--- config.mk ---
export PLATFORM = sky130hd
export DESIGN_NAME = clsm_line_state
export DESIGN_NICKNAME = d
export VERILOG_FILES = /design/src/rtl/clsm_pkg.sv /design/src/rtl/clsm_tag_match.sv /design/src/rtl/clsm_victim_pick.sv /design/src/rtl/clsm_line_state.sv
export SDC_FILE = /design/constraint.sdc
export NUM_CORES = 1
export LEC_CHECK = 0
export BUFFER_PORTS_ARGS = -buffer_cell sky130_fd_sc_hd__buf_2
export CAP_MARGIN = 15
export CORE_MARGIN = 4
export CORE_UTILIZATION = 50
export DETAILED_ROUTE_END_ITERATION = 8
export GPL_TIMING_DRIVEN = 0
export PLACE_DENSITY = 0.76
export SLEW_MARGIN = 20
export SYNTH_ARGS = -nofsm -noshare
export SYNTH_HDL_FRONTEND = slang
export SYNTH_SLANG_ARGS = --single-unit
--- constraint.sdc ---
create_clock -name clk -period 2.4 [get_ports clk]
set_clock_uncertainty 0.15 [all_clocks]
set_input_delay 0.12 -clock clk [delete_from_list [all_inputs] [get_ports clk]]
set_output_delay 0.12 -clock clk [all_outputs]
set_load 0.1 [all_outputs]
--- src/rtl/clsm_pkg.sv ---
package clsm_pkg;
    typedef enum logic [2:0] {
        OP_INV    = 3'd0,
        OP_WB     = 3'd1,
        OP_WBI    = 3'd2,
        OP_LOCK   = 3'd3,
        OP_UNLOCK = 3'd4,
        OP_RESET  = 3'd5
    } clsm_op_e;

    typedef enum logic [2:0] {
        ST_IDLE,
        ST_APPLY,
        ST_WB,
        ST_FILL,
        ST_UNLK_ALL,
        ST_INV_ALL
    } clsm_state_e;
endpackage

--- src/rtl/clsm_tag_match.sv ---
module clsm_tag_match #(
    parameter int WAYS  = 2,
    parameter int TAG_W = 6,
    localparam int WAY_W = (WAYS > 1) ? $clog2(WAYS) : 1
) (
    input  logic [WAYS-1:0]  valid,
    input  logic [TAG_W-1:0] tags [WAYS],
    input  logic [TAG_W-1:0] tag,
    output logic             hit,
    output logic [WAY_W-1:0] hit_way
);
    logic [WAYS-1:0] match;

    for (genvar w = 0; w < WAYS; w++) begin : g_cmp
        assign match[w] = valid[w] && (tags[w] == tag);
    end

    always_comb begin
        hit_way = '0;
        for (int w = WAYS - 1; w >= 0; w--) begin
            if (match[w]) hit_way = WAY_W'(w);
        end
    end

    assign hit = |match;
endmodule

--- src/rtl/clsm_victim_pick.sv ---
module clsm_victim_pick #(
    parameter int WAYS = 2,
    localparam int WAY_W = (WAYS > 1) ? $clog2(WAYS) : 1
) (
    input  logic [WAYS-1:0]  valid,
    input  logic [WAYS-1:0]  locked,
    output logic             found,
    output logic [WAY_W-1:0] way
);
    logic [WAY_W-1:0] free_way, unl_way;

    always_comb begin
        free_way = '0;
        unl_way  = '0;
        for (int w = WAYS - 1; w >= 0; w--) begin
            if (!valid[w])  free_way = WAY_W'(w);
            if (!locked[w]) unl_way  = WAY_W'(w);
        end
    end

    assign found = ~&locked;
    assign way   = (~&valid) ? free_way : unl_way;
endmodule

--- src/rtl/clsm_line_state.sv ---
module clsm_line_state
    import clsm_pkg::*;
#(
    parameter int ADDR_W = 12,
    parameter int OFF_W  = 4,
    parameter int SETS   = 4,
    parameter int WAYS   = 2,
    parameter bit WB_EN  = 1'b1,
    localparam int WAY_W = (WAYS > 1) ? $clog2(WAYS) : 1
) (
    input  logic              clk,
    input  logic              rst_n,
    input  logic              cmd_valid,
    input  logic [2:0]        cmd_op,
    input  logic              cmd_indexed,
    input  logic [ADDR_W-1:0] cmd_addr,
    input  logic [WAY_W-1:0]  cmd_way,
    output logic              busy,
    output logic              err,
    input  logic              sync_req,
    output logic              sync_done,
    input  logic              mark_valid,
    input  logic [ADDR_W-1:0] mark_addr,
    input  logic [ADDR_W-1:0] look_addr,
    output logic              look_hit,
    output logic              look_dirty,
    output logic              look_locked,
    output logic              mem_req,
    output logic              mem_write,
    output logic [ADDR_W-1:0] mem_addr,
    input  logic              mem_ack
);
    localparam int SET_W = $clog2(SETS);
    localparam int TAG_W = ADDR_W - OFF_W - SET_W;

    logic [WAYS-1:0]  valid_q [SETS];
    logic [WAYS-1:0]  dirty_q [SETS];
    logic [WAYS-1:0]  lock_q  [SETS];
    logic [TAG_W-1:0] tag_q   [SETS][WAYS];

    clsm_state_e      state_q, state_d;
    clsm_op_e         op_q;
    logic [SET_W-1:0] set_q, cnt_q;
    logic [TAG_W-1:0] ctag_q;
    logic [WAY_W-1:0] way_q;
    logic             hit_q;

    // address fields
    wire [SET_W-1:0] c_set = cmd_addr[OFF_W +: SET_W];
    wire [TAG_W-1:0] c_tag = cmd_addr[ADDR_W-1 -: TAG_W];
    wire [SET_W-1:0] m_set = mark_addr[OFF_W +: SET_W];
    wire [SET_W-1:0] l_set = look_addr[OFF_W +: SET_W];

    logic             c_hit, m_hit, l_hit, v_found;
    logic [WAY_W-1:0] c_way, m_way, l_way, v_way;

    clsm_tag_match #(.WAYS(WAYS), .TAG_W(TAG_W)) u_cmd_match (
        .valid(valid_q[c_set]), .tags(tag_q[c_set]), .tag(c_tag),
        .hit(c_hit), .hit_way(c_way));
    clsm_tag_match #(.WAYS(WAYS), .TAG_W(TAG_W)) u_mark_match (
        .valid(valid_q[m_set]), .tags(tag_q[m_set]),
        .tag(mark_addr[ADDR_W-1 -: TAG_W]), .hit(m_hit), .hit_way(m_way));
    clsm_tag_match #(.WAYS(WAYS), .TAG_W(TAG_W)) u_look_match (
        .valid(valid_q[l_set]), .tags(tag_q[l_set]),
        .tag(look_addr[ADDR_W-1 -: TAG_W]), .hit(l_hit), .hit_way(l_way));
    clsm_victim_pick #(.WAYS(WAYS)) u_victim (
        .valid(valid_q[set_q]), .locked(lock_q[set_q]),
        .found(v_found), .way(v_way));

    wire t_dirty = hit_q && dirty_q[set_q][way_q];
    wire t_lock  = hit_q && lock_q[set_q][way_q];
    wire v_dirty = valid_q[set_q][v_way] && dirty_q[set_q][v_way];
    wire last    = (cnt_q == SET_W'(SETS - 1));

    // next-state logic
    always_comb begin
        state_d = state_q;
        unique case (state_q)
            ST_IDLE:
                if (cmd_valid)
                    state_d = (clsm_op_e'(cmd_op) == OP_RESET) ? ST_UNLK_ALL : ST_APPLY;
            ST_APPLY: begin
                state_d = ST_IDLE;
                if ((op_q == OP_WB || op_q == OP_WBI) && WB_EN && t_dirty)
                    state_d = ST_WB;
                else if (op_q == OP_LOCK && !hit_q && v_found)
                    state_d = (WB_EN && v_dirty) ? ST_WB : ST_FILL;
            end
            ST_WB:       if (mem_ack) state_d = (op_q == OP_LOCK) ? ST_FILL : ST_IDLE;
            ST_FILL:     if (mem_ack) state_d = ST_IDLE;
            ST_UNLK_ALL: if (last) state_d = ST_INV_ALL;
            ST_INV_ALL:  if (last) state_d = ST_IDLE;
            default:     state_d = ST_IDLE;
        endcase
    end

    // state register
    always_ff @(posedge clk or negedge rst_n) begin
        if (!rst_n) state_q <= ST_IDLE;
        else        state_q <= state_d;
    end

    // line state and command registers
    always_ff @(posedge clk or negedge rst_n) begin
        if (!rst_n) begin
            for (int s = 0; s < SETS; s++) begin
                valid_q[s] <= '0;
                dirty_q[s] <= '0;
                lock_q[s]  <= '0;
                for (int w = 0; w < WAYS; w++) tag_q[s][w] <= '0;
            end
            op_q <= OP_INV; set_q <= '0; cnt_q <= '0; ctag_q <= '0;
            way_q <= '0; hit_q <= 1'b0; err <= 1'b0;
        end else begin
            err <= 1'b0;
            if (WB_EN && mark_valid && m_hit) dirty_q[m_set][m_way] <= 1'b1;
            unique case (state_q)
                ST_IDLE: if (cmd_valid) begin
                    op_q   <= clsm_op_e'(cmd_op);
                    set_q  <= c_set;
                    ctag_q <= c_tag;
                    cnt_q  <= '0;
                    if (cmd_indexed && clsm_op_e'(cmd_op) != OP_LOCK) begin
                        way_q <= cmd_way;
                        hit_q <= valid_q[c_set][cmd_way];
                    end else begin
                        way_q <= c_way;
                        hit_q <= c_hit;
                    end
                end
                ST_APPLY: unique case (op_q)
                    OP_INV, OP_WBI:
                        if (hit_q && !t_lock && !(op_q == OP_WBI && WB_EN && t_dirty)) begin
                            valid_q[set_q][way_q] <= 1'b0;
                            dirty_q[set_q][way_q] <= 1'b0;
                        end
                    OP_LOCK:
                        if (hit_q) lock_q[set_q][way_q] <= 1'b1;
                        else if (!v_found) err <= 1'b1;
                        else way_q <= v_way;
                    OP_UNLOCK:
                        if (hit_q) lock_q[set_q][way_q] <= 1'b0;
                    default: ;
                endcase
                ST_WB: if (mem_ack) begin
                    dirty_q[set_q][way_q] <= 1'b0;
                    if (op_q == OP_WBI && !lock_q[set_q][way_q])
                        valid_q[set_q][way_q] <= 1'b0;
                end
                ST_FILL: if (mem_ack) begin
                    valid_q[set_q][way_q] <= 1'b1;
                    dirty_q[set_q][way_q] <= 1'b0;
                    lock_q[set_q][way_q]  <= 1'b1;
                    tag_q[set_q][way_q]   <= ctag_q;
                end
                ST_UNLK_ALL: begin
                    lock_q[cnt_q] <= '0;
                    cnt_q <= last ? '0 : cnt_q + 1'b1;
                end
                ST_INV_ALL: begin
                    valid_q[cnt_q] <= '0;
                    dirty_q[cnt_q] <= '0;
                    cnt_q <= cnt_q + 1'b1;
                end
                default: ;
            endcase
        end
    end

    // outputs
    always_comb begin
        busy        = (state_q != ST_IDLE);
        sync_done   = sync_req && (state_q == ST_IDLE);
        mem_req     = (state_q == ST_WB) || (state_q == ST_FILL);
        mem_write   = (state_q == ST_WB);
        mem_addr    = '0;
        if (state_q == ST_WB)
            mem_addr = {tag_q[set_q][way_q], set_q, {OFF_W{1'b0}}};
        else if (state_q == ST_FILL)
            mem_addr = {ctag_q, set_q, {OFF_W{1'b0}}};
        look_hit    = l_hit;
        look_dirty  = l_hit && dirty_q[l_set][l_way];
        look_locked = l_hit && lock_q[l_set][l_way];
    end

    // ---------------- assertions ----------------
    assert_locked_survives_inv_R1: assert property (@(posedge clk) disable iff (!rst_n)
        (state_q == ST_APPLY && op_q == OP_INV && hit_q && lock_q[set_q][way_q])
        |=> valid_q[$past(set_q)][$past(way_q)]);

    assert_req_held_R9: assert property (@(posedge clk) disable iff (!rst_n)
        (mem_req && !mem_ack) |=> (mem_req && $stable(mem_addr) && $stable(mem_write)));

    assert_err_pulse_R6: assert property (@(posedge clk) disable iff (!rst_n)
        err |=> !err);

    assert_err_no_req_R6: assert property (@(posedge clk) disable iff (!rst_n)
        err |-> !mem_req);

    for (genvar s = 0; s < SETS; s++) begin : g_chk
        for (genvar w = 0; w < WAYS; w++) begin : g_way
            assert_lock_needs_valid_R8: assert property (@(posedge clk) disable iff (!rst_n)
                lock_q[s][w] |-> valid_q[s][w]);
            assert_dirty_needs_valid_R2: assert property (@(posedge clk) disable iff (!rst_n)
                dirty_q[s][w] |-> valid_q[s][w]);
        end
    end

    if (!WB_EN) begin : g_nowb
        assert_no_write_req_R12: assert property (@(posedge clk) disable iff (!rst_n)
            !(mem_req && mem_write));
    end
endmodule

Word-level counts from Yosys, hierarchy flattened
Index checks and enable logic that the tools add are counted.
{ "totals": {"output_inout_bits": 20, "inputBits": 47, "register_bits": 91} }
{ "classes": {"n_bitwise": 17, "reduce_logical": 55, "n_lt_le_gt_ge": 17, "n_mux": 122, "eq_ne": 32, "addsub": 1} }
{ "op_table": {"columns": ["op", "count"], "rows": [
  ["2-to-1 mux 12 bit", 11],
  ["binary-select mux 12 bit (select 2 bit)", 4],
  ["2-to-1 mux 8 bit", 12],
  ["bitwise AND 8 bit", 6],
  ["bitwise mux 48 bit", 1],
  ["2-to-1 mux 2 bit", 24],
  ["case mux 8 bit (3 select lines)", 2],
  ["2-to-1 mux 1 bit", 38],
  ["equality test 6 bit", 6],
  ["binary-select mux 2 bit (select 2 bit)", 8],
  ["case mux 8 bit (4 select lines)", 1],
  ["logical AND 1 bit", 27],
  ["demux 12 bit (select 2 bit)", 1],
  ["2-to-1 mux 6 bit", 4],
  ["OR 8 bit", 3],
  ["2-to-1 mux 3 bit", 6],
  ["case mux 3 bit (6 select lines)", 1],
  ["inequality test 2 bit (second input constant)", 8],
  ["NOT 8 bit", 2],
  ["case mux 8 bit (2 select lines)", 1],
  [">= comparator 3 bit (second input constant)", 5],
  ["NOT 2 -> 3 bit", 5],
  ["AND reduction 5 bit", 3],
  ["demux 2 bit (select 2 bit)", 3],
  ["27 further kinds", 62]
]} }

Longest topological paths before layout
Gate-level depths: netlist (run 1).
{ "depth": {"ltp_word": 20, "depth_mapped": 9} }

By module
A second synthesis (run 1) with hierarchy kept.
{ "hier_totals": {"hier_cells": 594, "hier_area_um2": 6625.1} }
{ "by_module_without_submodules": {"columns": ["module", "cells_each", "area_per_inst_um2", "instances", "seq_area_each_um2"], "rows": [
  ["clsm_line_state", 537, 6142.1, 1, 2277.2],
  ["clsm_tag_match", 18, 155.1, 3, 0.0],
  ["clsm_victim_pick", 3, 17.5, 1, 0.0]
]} }

Worst setup path after synthesis (run 1)
OpenSTA, ideal clock, no wires.
{ "synth_path": {"kind": "input port to output port", "start": "in look_addr[4]", "end": "out look_dirty", "path_slack_ns": -1.565, "t_arrival_ns": 3.695, "stages": 7, "t_required_ns": 2.130, "cell_sequence": "buf_4 buf_6 mux4_2 xor2_1 nor4_1 nand2_1 o21ai_0"} }
{ "synth_via": {"elab_chain_cells": 11, "word_cells_on_any_way": 20} }
{ "synth_lines": {"columns": ["element", "line_no", "rtl"], "rows": [
  ["start, declared", "clsm_line_state.sv:24", "input logic [ADDR_W-1:0] look_addr,"],
  ["NOT 2 -> 3 bit (not written as such) (*)", "clsm_line_state.sv:64, clsm_line_state.sv:182", null],
  ["binary-select mux 12 bit (select 2 bit)", "clsm_line_state.sv:64", ".valid(valid_q[l_set]), .tags(tag_q[l_set]),"],
  ["2-to-1 mux 12 bit (not written as such) (2 in a row)", "clsm_line_state.sv:64", null],
  ["equality test 6 bit", "clsm_tag_match.sv:15", "assign match[w] = valid[w] && (tags[w] == tag);"],
  ["logical AND 1 bit", "clsm_tag_match.sv:15", null],
  ["2-to-1 mux 1 bit (2 in a row)", "clsm_tag_match.sv:21", "if (match[w]) hit_way = WAY_W'(w);"],
  ["2-to-1 mux 1 bit (not written as such) (2 in a row)", "clsm_line_state.sv:182", "look_dirty = l_hit && dirty_q[l_set][l_way];"],
  ["logical AND 1 bit (*)", "clsm_line_state.sv:182", null],
  ["end, declared", "clsm_line_state.sv:26", "output logic look_dirty,"]
]} }
Every way passes the cells marked *; elsewhere a longest branch is shown, timed or not. The select of a mux whose other input is x is not followed.

Worst setup path in the final report (run 1)
{ "layout_path": {"start": "reg tag_q[46] (netlist bit)", "end": "out look_locked"} }
{ "layout_via": {"elab_chain_cells": 9, "word_cells_on_any_way": 10} }
{ "layout_lines": {"columns": ["element", "line_no", "rtl"], "rows": [
  ["start, declared", "clsm_line_state.sv:39", "logic [TAG_W-1:0] tag_q [SETS][WAYS];"],
  ["start signal, assigned by index", "clsm_line_state.sv:154", "tag_q[set_q][way_q] <= ctag_q;"],
  ["binary-select mux 12 bit (select 2 bit) (*)", "clsm_line_state.sv:64", null],
  ["2-to-1 mux 12 bit (not written as such) (*) (2 in a row)", "clsm_line_state.sv:64", null],
  ["equality test 6 bit (*)", "clsm_tag_match.sv:15", null],
  ["logical AND 1 bit (*)", "clsm_tag_match.sv:15", null],
  ["2-to-1 mux 1 bit", "clsm_tag_match.sv:21", null],
  ["2-to-1 mux 1 bit (not written as such) (2 in a row)", "clsm_line_state.sv:183", "look_locked = l_hit && lock_q[l_set][l_way];"],
  ["logical AND 1 bit (*)", "clsm_line_state.sv:183", null],
  ["end, declared", "clsm_line_state.sv:27", "output logic look_locked,"]
]} }
Marks and branches as above.

==> flow_metrics.py, run 1 <==
metrics = {
    "status": {
        "status": "finished with violations",
        "violations": "setup timing",
    },
    "yosys": {
        "synth-edff-count": 0,
        "synthTopCellsByArea": "dfrtp_1 (35%), mux4_2 (17%), mux2_2 (10%)",
        "synth.most_common_cell": "dfrtp_1",
        "synth_common_cells": "dfrtp_1 (91), mux2_2 (61), mux4_2 (50)",
        "async_reset_ff_frac": 1.00,
        "yosysWarnings": 0,
        "ys_seq_area_frac": 0.345,
        "yosys.area.top_type": "dfrtp_1",
        "synth.distinct_cells": 57,
        "synthCells": 581,
        "yosysTopAreaCellShare": 0.345,
        "ys_ff_latch": 91,
        "syn-cell-area_mm2": 0.00660,
        "ys.flop_type": "dfrtp_1",
        "syn_area_per_cell_um2": 11.4,
    },
    "global_route": {
        "use_met3": 0.0571,
        "grt.met1_usage": 0.375,
        "grt_max_degree": 48,
        "busiest_layer": "met2",
        "grt_pass1_vias": 5644,
        "antenna_found_initial": 0,
        "gr-usage-met2": 0.458,
        "grt-ovfl-total": 0,
        "track_usage": 0.289,
        "grt_pass1_wl_um": 32400,
    },
    "critical_path": {
        "critPathArrivalTime_ns": 2.47,
        "critPathMaxFanout": 5,
        "worst_setup_path_end_kind": "primary output",
        "crit_type": "register to primary output",
        "cp-start-kind": "register",
        "reg2regPathDepth": 6,
        "cp.required_ns": 2.13,
        "r2r_start": "tag_q[46]$_DFFE_PN0P_",
        "regToRegEndpoint": "dirty_q[1]$_DFF_PN0_",
        "cp-startpoint": "tag_q[46]$_DFFE_PN0P_",
        "r2r_slack_ns": -0.14,
        "crit_end": "look_locked",
    },
    "cts": {
        "cts_buffers": 9,
        "clock_sink_count": 91,
        "clockBufferDepth": 2,
        "cts_tree": "done",
        "cts_max_level": 3,
        "clk_pin_slew_ns": 0.07,
        "cts-root-buf": "clkbuf_16",
        "clock_latency_ns": 0.36,
    },
    "floorplan": {
        "rows": 41,
        "die_h_um": 123,
        "core_area_mm2": 0.0128,
        "initial_core_util": 0.517,
        "chipWidth_um": 123,
        "dieArea_mm2": 0.0151,
        "num_io_pins": 67,
    },
    "detailed_routing": {
        "antenna_left": 0,
        "post_drt_wl_per_cell_um": 24.3,
        "drtPass1Iterations": 5,
        "drt_iter0_drc": 618,
        "drc": 0,
        "via_per_inst": 6.52,
        "wl_um": 20800,
        "dr_total_vias": 5589,
    },
    "timing": {
        "slew_violations": 0,
        "tns_ns": -1.79,
        "max_freq_mhz": 365,
        "hold_viol": 0,
        "rsz0062_at_grt": "yes",
        "period_needed_ns": 2.74,
        "relSlewSlack": 0.593,
        "worstMarginPinSlew_ns": 0.610,
        "period_share": 1.14,
        "setup_ws_ns": -0.342,
        "setup-violations-final": 13,
    },
    "min_path": {
        "hold_depth": 4,
        "hp-class": "primary input to register",
    },
    "cells_and_area": {
        "register_area_mm2": 0.00228,
        "antenna_cells": 0,
        "nNetsFinal": 731,
        "area_growth_pct": 26.1,
        "multi_input_area_mm2": 0.00430,
        "drive_gt1_frac": 0.410,
        "fillers": 937,
    },
    "job": {
        "maxCapViolations": 0,
    },
    "pwr": {
        "ir_worst_vdd_mv": 0.556,
        "power_density_mw_per_mm2": 1010,
        "power_leakage_nw": 3.61,
        "p_total_mw": 8.38,
    },
    "placement": {
        "gp_congestion": 0.936,
        "numPortBuffers": 44,
        "dp_hpwl_um": 14300,
    },
}
power by group:
| group | internal [mW] | switching, mW |
|---|---|---|
| clock | 1.02 | 0.657 |
| sequential | 1.91 | 0.414 |
| combinational | 1.88 | 2.50 |
per-layer routing:
metal | share of wire | vias to the layer above
met5 | 0 | -
met4 | 0.047 | 0
met1 | 0.38 | 2833
met3 | 0.083 | 75
met2 | 0.49 | 307
li1 | - | 2374
sequential cells by signal, summed over array words and instances, names as in the netlist, named ones only:
register and count:
err 1, way_q 1, op_q 3, valid_q 8
set_q 2, dirty_q 8, ctag_q 6, state_q 3
tag_q 48, cnt_q 2, hit_q 1
area by class of cell:
type	count	area share
multi-input cells	433	0.516
clock buffers	10	0.0275
clock inverters	6	0.0137
well taps	172	0.0259
flip-flops and latches	91	0.274
plain buffers	44	0.0397
repair buffers	86	0.0961
inverters	15	0.00722
logic make-up (layout without fill, tap and decap cells):
logic type,Yosys count,after routing,share of synthesized area
AOI/OAI and AO/OA,101,101,0.0958
xor gates and xnor gates,42,42,0.0557
adders and majority gates,4,4,0.00758
buffers and inverters,60,161,0.0457
DFF,91,91,0.345
muxes,146,146,0.345
other,1,4,0.000568
and+or+nand+nor,136,136,0.104
per-stage QoR:
stage	worst slack [ns]	instances	hold slack, ns	instance area [um2]	util
final	-0.342	857	0.00295	8320	0.652
after global placement	-0.666	800	0.229	7150	0.559
after global routing	-0.429	857	0.0410	8320	0.652
after detailed placement	-0.730	801	0.0134	7180	0.562
after floorplan	-0.0324	584	-0.326	6710	-
after CTS	-0.356	851	0.0000141	8180	0.640
layout by cell type (no fill, tap or decap), drive strengths merged, types with 5 or more instances in the layout:
master,n
o22ai,10
mux2i,28
nand2,31
dfrtp,91
buf,100
mux2,61
mux4,57
nor2b,6
dlygate4sd3,12
xnor2,21
nand3,5
a21oi,26
clkbuf,28
nand4,8
nand3b,6
xor2,21
o21ai,27
inv,14
nor2,42
nor3,9
nor4,5
nand2b,6
a31oi,6
worst min path at each step:
stage / from / end / slack, ns
floorplan: rst_n / asynchronous set/reset pin / -0.33
global placement: cmd_op[1] / op_q[1]$_DFFE_PN0P_ / 0.23
detailed placement: rst_n / tag_q[13]$_DFFE_PN0P_ / 0.01
CTS: cmd_valid / way_q$_DFFE_PN0P_ / 0.00001
global route: cmd_valid / way_q$_DFFE_PN0P_ / 0.04
finish: cmd_valid / way_q$_DFFE_PN0P_ / 0.003
worst max-delay path: stages, from the launching register on:
cell and delay, ns:
dfrtp_1 0.44, mux4_2 0.51, xnor2_2 0.19, nand4_1 0.22, nor4_4 0.31, nand2_1 0.16
o21ai_4 0.10, buf_12 0.19
timing repair:
item | in CTS | in global routing
pin swaps | 12 | 12
cloned | 1 | 0
hold buffers | 12 | 0
setup endpoints to repair | 81 | 72
hold endpoints to repair | 56 | 0
resized for setup | 89 | 26
setup buffers | 21 | 7
No activity file was read; power rests on OpenSTA's default activity.
==> inputs of run 2 (changes only) <==
SETUP_SLACK_MARGIN = 0.4   (was unset)
==> run 2 against run 1 <==
  * The run still ends with setup timing left
  * Die area stayed put
  * Critical path depth is 1 higher
  * Count of clock-buffer cells in the layout is 1 higher
  * Register-to-register slack better by 0.05 ns
  * Core utilization rose by 7.6 points
  * Worst setup slack lost 0.026 ns
  * Clock power decreased by 14%
  * Sequential share of layout area shrank 2.8 points
  * Non-clock buffer count grew 31
  * Global-route usage grew 1.2 points
  * Flip-flop and latch count did not move
  * Wire length increased by 9.6%
==> flow_metrics.py, run 2 (synthesis gave the netlist of run 1 again) <==
metrics = {
    "global_route": {
        "grt-ovfl-total": 0,
        "antenna_found_initial": 0,
        "track_usage": 0.301,
        "grt_pass1_wl_um": 33800,
        "grt_max_degree": 69,
        "grt_pass1_vias": 5849,
    },
    "cts": {
        "cts_tree": "done",
        "cts-root-buf": "clkbuf_16",
        "clock_sink_count": 91,
        "clock_latency_ns": 0.35,
        "clockBufferDepth": 2,
        "cts_max_level": 3,
        "cts_buffers": 9,
        "clk_pin_slew_ns": 0.07,
    },
    "cells_and_area": {
        "area_growth_pct": 40.8,
        "nNetsFinal": 762,
        "final_util": 0.727,
        "antenna_cells": 0,
        "layout_commonest_cell": "dfrtp_1",
        "layout_common_cells": "dfrtp_1 (90), mux4_2 (56), buf_4 (41), mux2_4 (41), buf_2 (38)",
        "reg_top3": "tag_q: 48 flops, dirty_q: 8 flops, valid_q: 8 flops",
        "drive_gt1_frac": 0.522,
        "largest_reg_flops": 48,
        "regMostFlops": "tag_q",
    },
    "critical_path": {
        "reg2regPathDepth": 7,
        "slowest_delay_ns": 0.51,
        "critPathMaxFanout": 4,
        "crit_type": "register to primary output",
        "crit_chain": "mux4_2 -> xnor2_2 -> nand4_1 -> nor4_4 -> buf_6 -> nand2_4 -> o21ai_4 -> buf_12",
        "slowest_stage": "mux4_2",
        "cp.required_ns": 2.13,
        "worst_setup_path_end_kind": "primary output",
        "critPathArrivalTime_ns": 2.50,
        "cp-start-kind": "register",
    },
    "detailed_routing": {
        "drtPass1Iterations": 6,
        "met1_length_um": 8270,
        "drc": 0,
        "wl_um": 22800,
        "post_drt_wl_per_cell_um": 25.7,
        "highest_layer": "met4",
        "wl_met3_um": 2330,
        "dr_total_vias": 5918,
        "via_per_inst": 6.66,
        "drt_iter0_drc": 759,
        "antenna_left": 0,
        "wl_met2_um": 11200,
    },
    "pwr": {
        "p_total_mw": 9.52,
        "clockPowerShare": 0.152,
        "comb_power_share": 0.604,
        "switching_share": 0.434,
        "cell_internal_pwr_mw": 5.39,
        "power.switching_mw": 4.13,
        "p_seq_frac": 0.244,
        "power_density_mw_per_mm2": 1020,
        "power_leakage_nw": 4.00,
        "ir_worst_vdd_mv": 0.484,
    },
    "timing": {
        "setup_ws_ns": -0.368,
        "worstMarginPinSlew_ns": 0.511,
        "max_freq_mhz": 361,
        "rsz0062_at_grt": "yes",
        "hold_viol": 0,
        "whs_ns": 0.0269,
        "period_needed_ns": 2.77,
        "period_share": 1.15,
        "relSlewSlack": 0.658,
        "slew_violations": 0,
        "setup-violations-final": 20,
    },
    "placement": {
        "pre_cts_ws_ns": -0.619,
        "dp_hpwl_um": 14100,
        "numPortBuffers": 44,
        "gp_congestion": 0.898,
    },
    "min_path": {
        "hp-class": "primary input to register",
        "hold_depth": 4,
    },
    "floorplan": {
        "chipWidth_um": 123,
        "die_h_um": 123,
        "dieArea_mm2": 0.0151,
        "core_area_mm2": 0.0128,
        "initial_core_util": 0.517,
        "num_io_pins": 67,
        "rows": 41,
    },
    "job": {
        "maxCapViolations": 0,
    },
    "status": {
        "status": "finished with violations",
        "violations": "setup timing",
    },
}
run 2: changes by cell type in the layout (fill, tap and decap cells not counted), moves of 6 or more:
cell / previous run / this run
mux2_4: 0 / 41
mux4_1: 7 / 1
mux4_2: 50 / 56
a21oi_1: 18 / 12
buf_12: 14 / 22
mux2_2: 61 / 20
buf_6: 6 / 23
nor2_1: 30 / 24
nand2_1: 29 / 22
buf_4: 30 / 41
o22ai_2: 0 / 6
o22ai_1: 10 / 4
run 2: metrics by stage:
step,instances,setup TNS (ns),cell area (um2)
2_1_floorplan,584,-0.0978,6980
3_3_place_gp,800,-14.25,7420
3_5_place_dp,801,-13.81,7450
4_1_cts,862,-1.52,8750
5_1_grt,888,-3.52,9290
6_report,888,-2.16,9290
run 2: cell type report:
class	count	area [um2]
repair buffers	116	1190
clock inverters	5	53.8
fillers	792	3480
multi-input cells	433	4820
well taps	172	215
plain buffers	45	434
clock buffers	11	233
inverters	15	60.1
flip-flops and latches	91	2280
run 2: final timing paths:
path	startpoint	end	slack [ns]
worst min-delay path	cmd_valid	way_q$_DFFE_PN0P_	0.03
worst max register to register	tag_q[25]$_DFFE_PN0P_	dirty_q[1]$_DFF_PN0_	-0.09
max in group asynchronous	rst_n	dirty_q[7]$_DFF_PN0_	1.46
worst min register to register	valid_q[0]$_DFFE_PN0P_	valid_q[0]$_DFFE_PN0P_	0.40
worst max-delay path	tag_q[13]$_DFFE_PN0P_	look_locked	-0.37
min in group asynchronous	rst_n	tag_q[43]$_DFFE_PN0P_	0.04
run 2: power groups by stage:
stage | clock network [mW] | logic [mW] | registers (mW)
finish | 1.45 | 5.75 | 2.32
global route | 1.49 | 6.02 | 2.36
CTS | 1.43 | 4.85 | 2.29
detailed placement | 0 | 3.91 | 2.33
global placement | 0 | 3.84 | 2.27
floorplan | 0 | 3.01 | 2.20
run 2: routing by layer:
layer | up-vias | track usage
met5 | - | 0
met4 | 0 | 0.146
met3 | 87 | 0.0756
met2 | 415 | 0.485
met1 | 2956 | 0.381
li1 | 2460 | -
run 2: worst max-delay path, delay by kind of cell (launching register included):
family                    cells  cell delay (ns)
AOI/OAI and AO/OA             1             0.16
xor gates and xnor gates      1             0.15
buffers and inverters         2             0.36
DFF                           1             0.41
muxes                         1             0.51
and+or+nand+nor               3             0.54
run 2: repair_timing:
| item | in CTS | in global routing |
|---|---|---|
| endpoints found under the hold margin | 104 | 0 |
| gates cloned | 2 | 1 |
| buffers inserted | 31 | 25 |
| endpoints found under the setup margin | 103 | 95 |
| hold buffers | 12 | 0 |
| gates resized for setup | 140 | 81 |
| pin swaps | 41 | 35 |
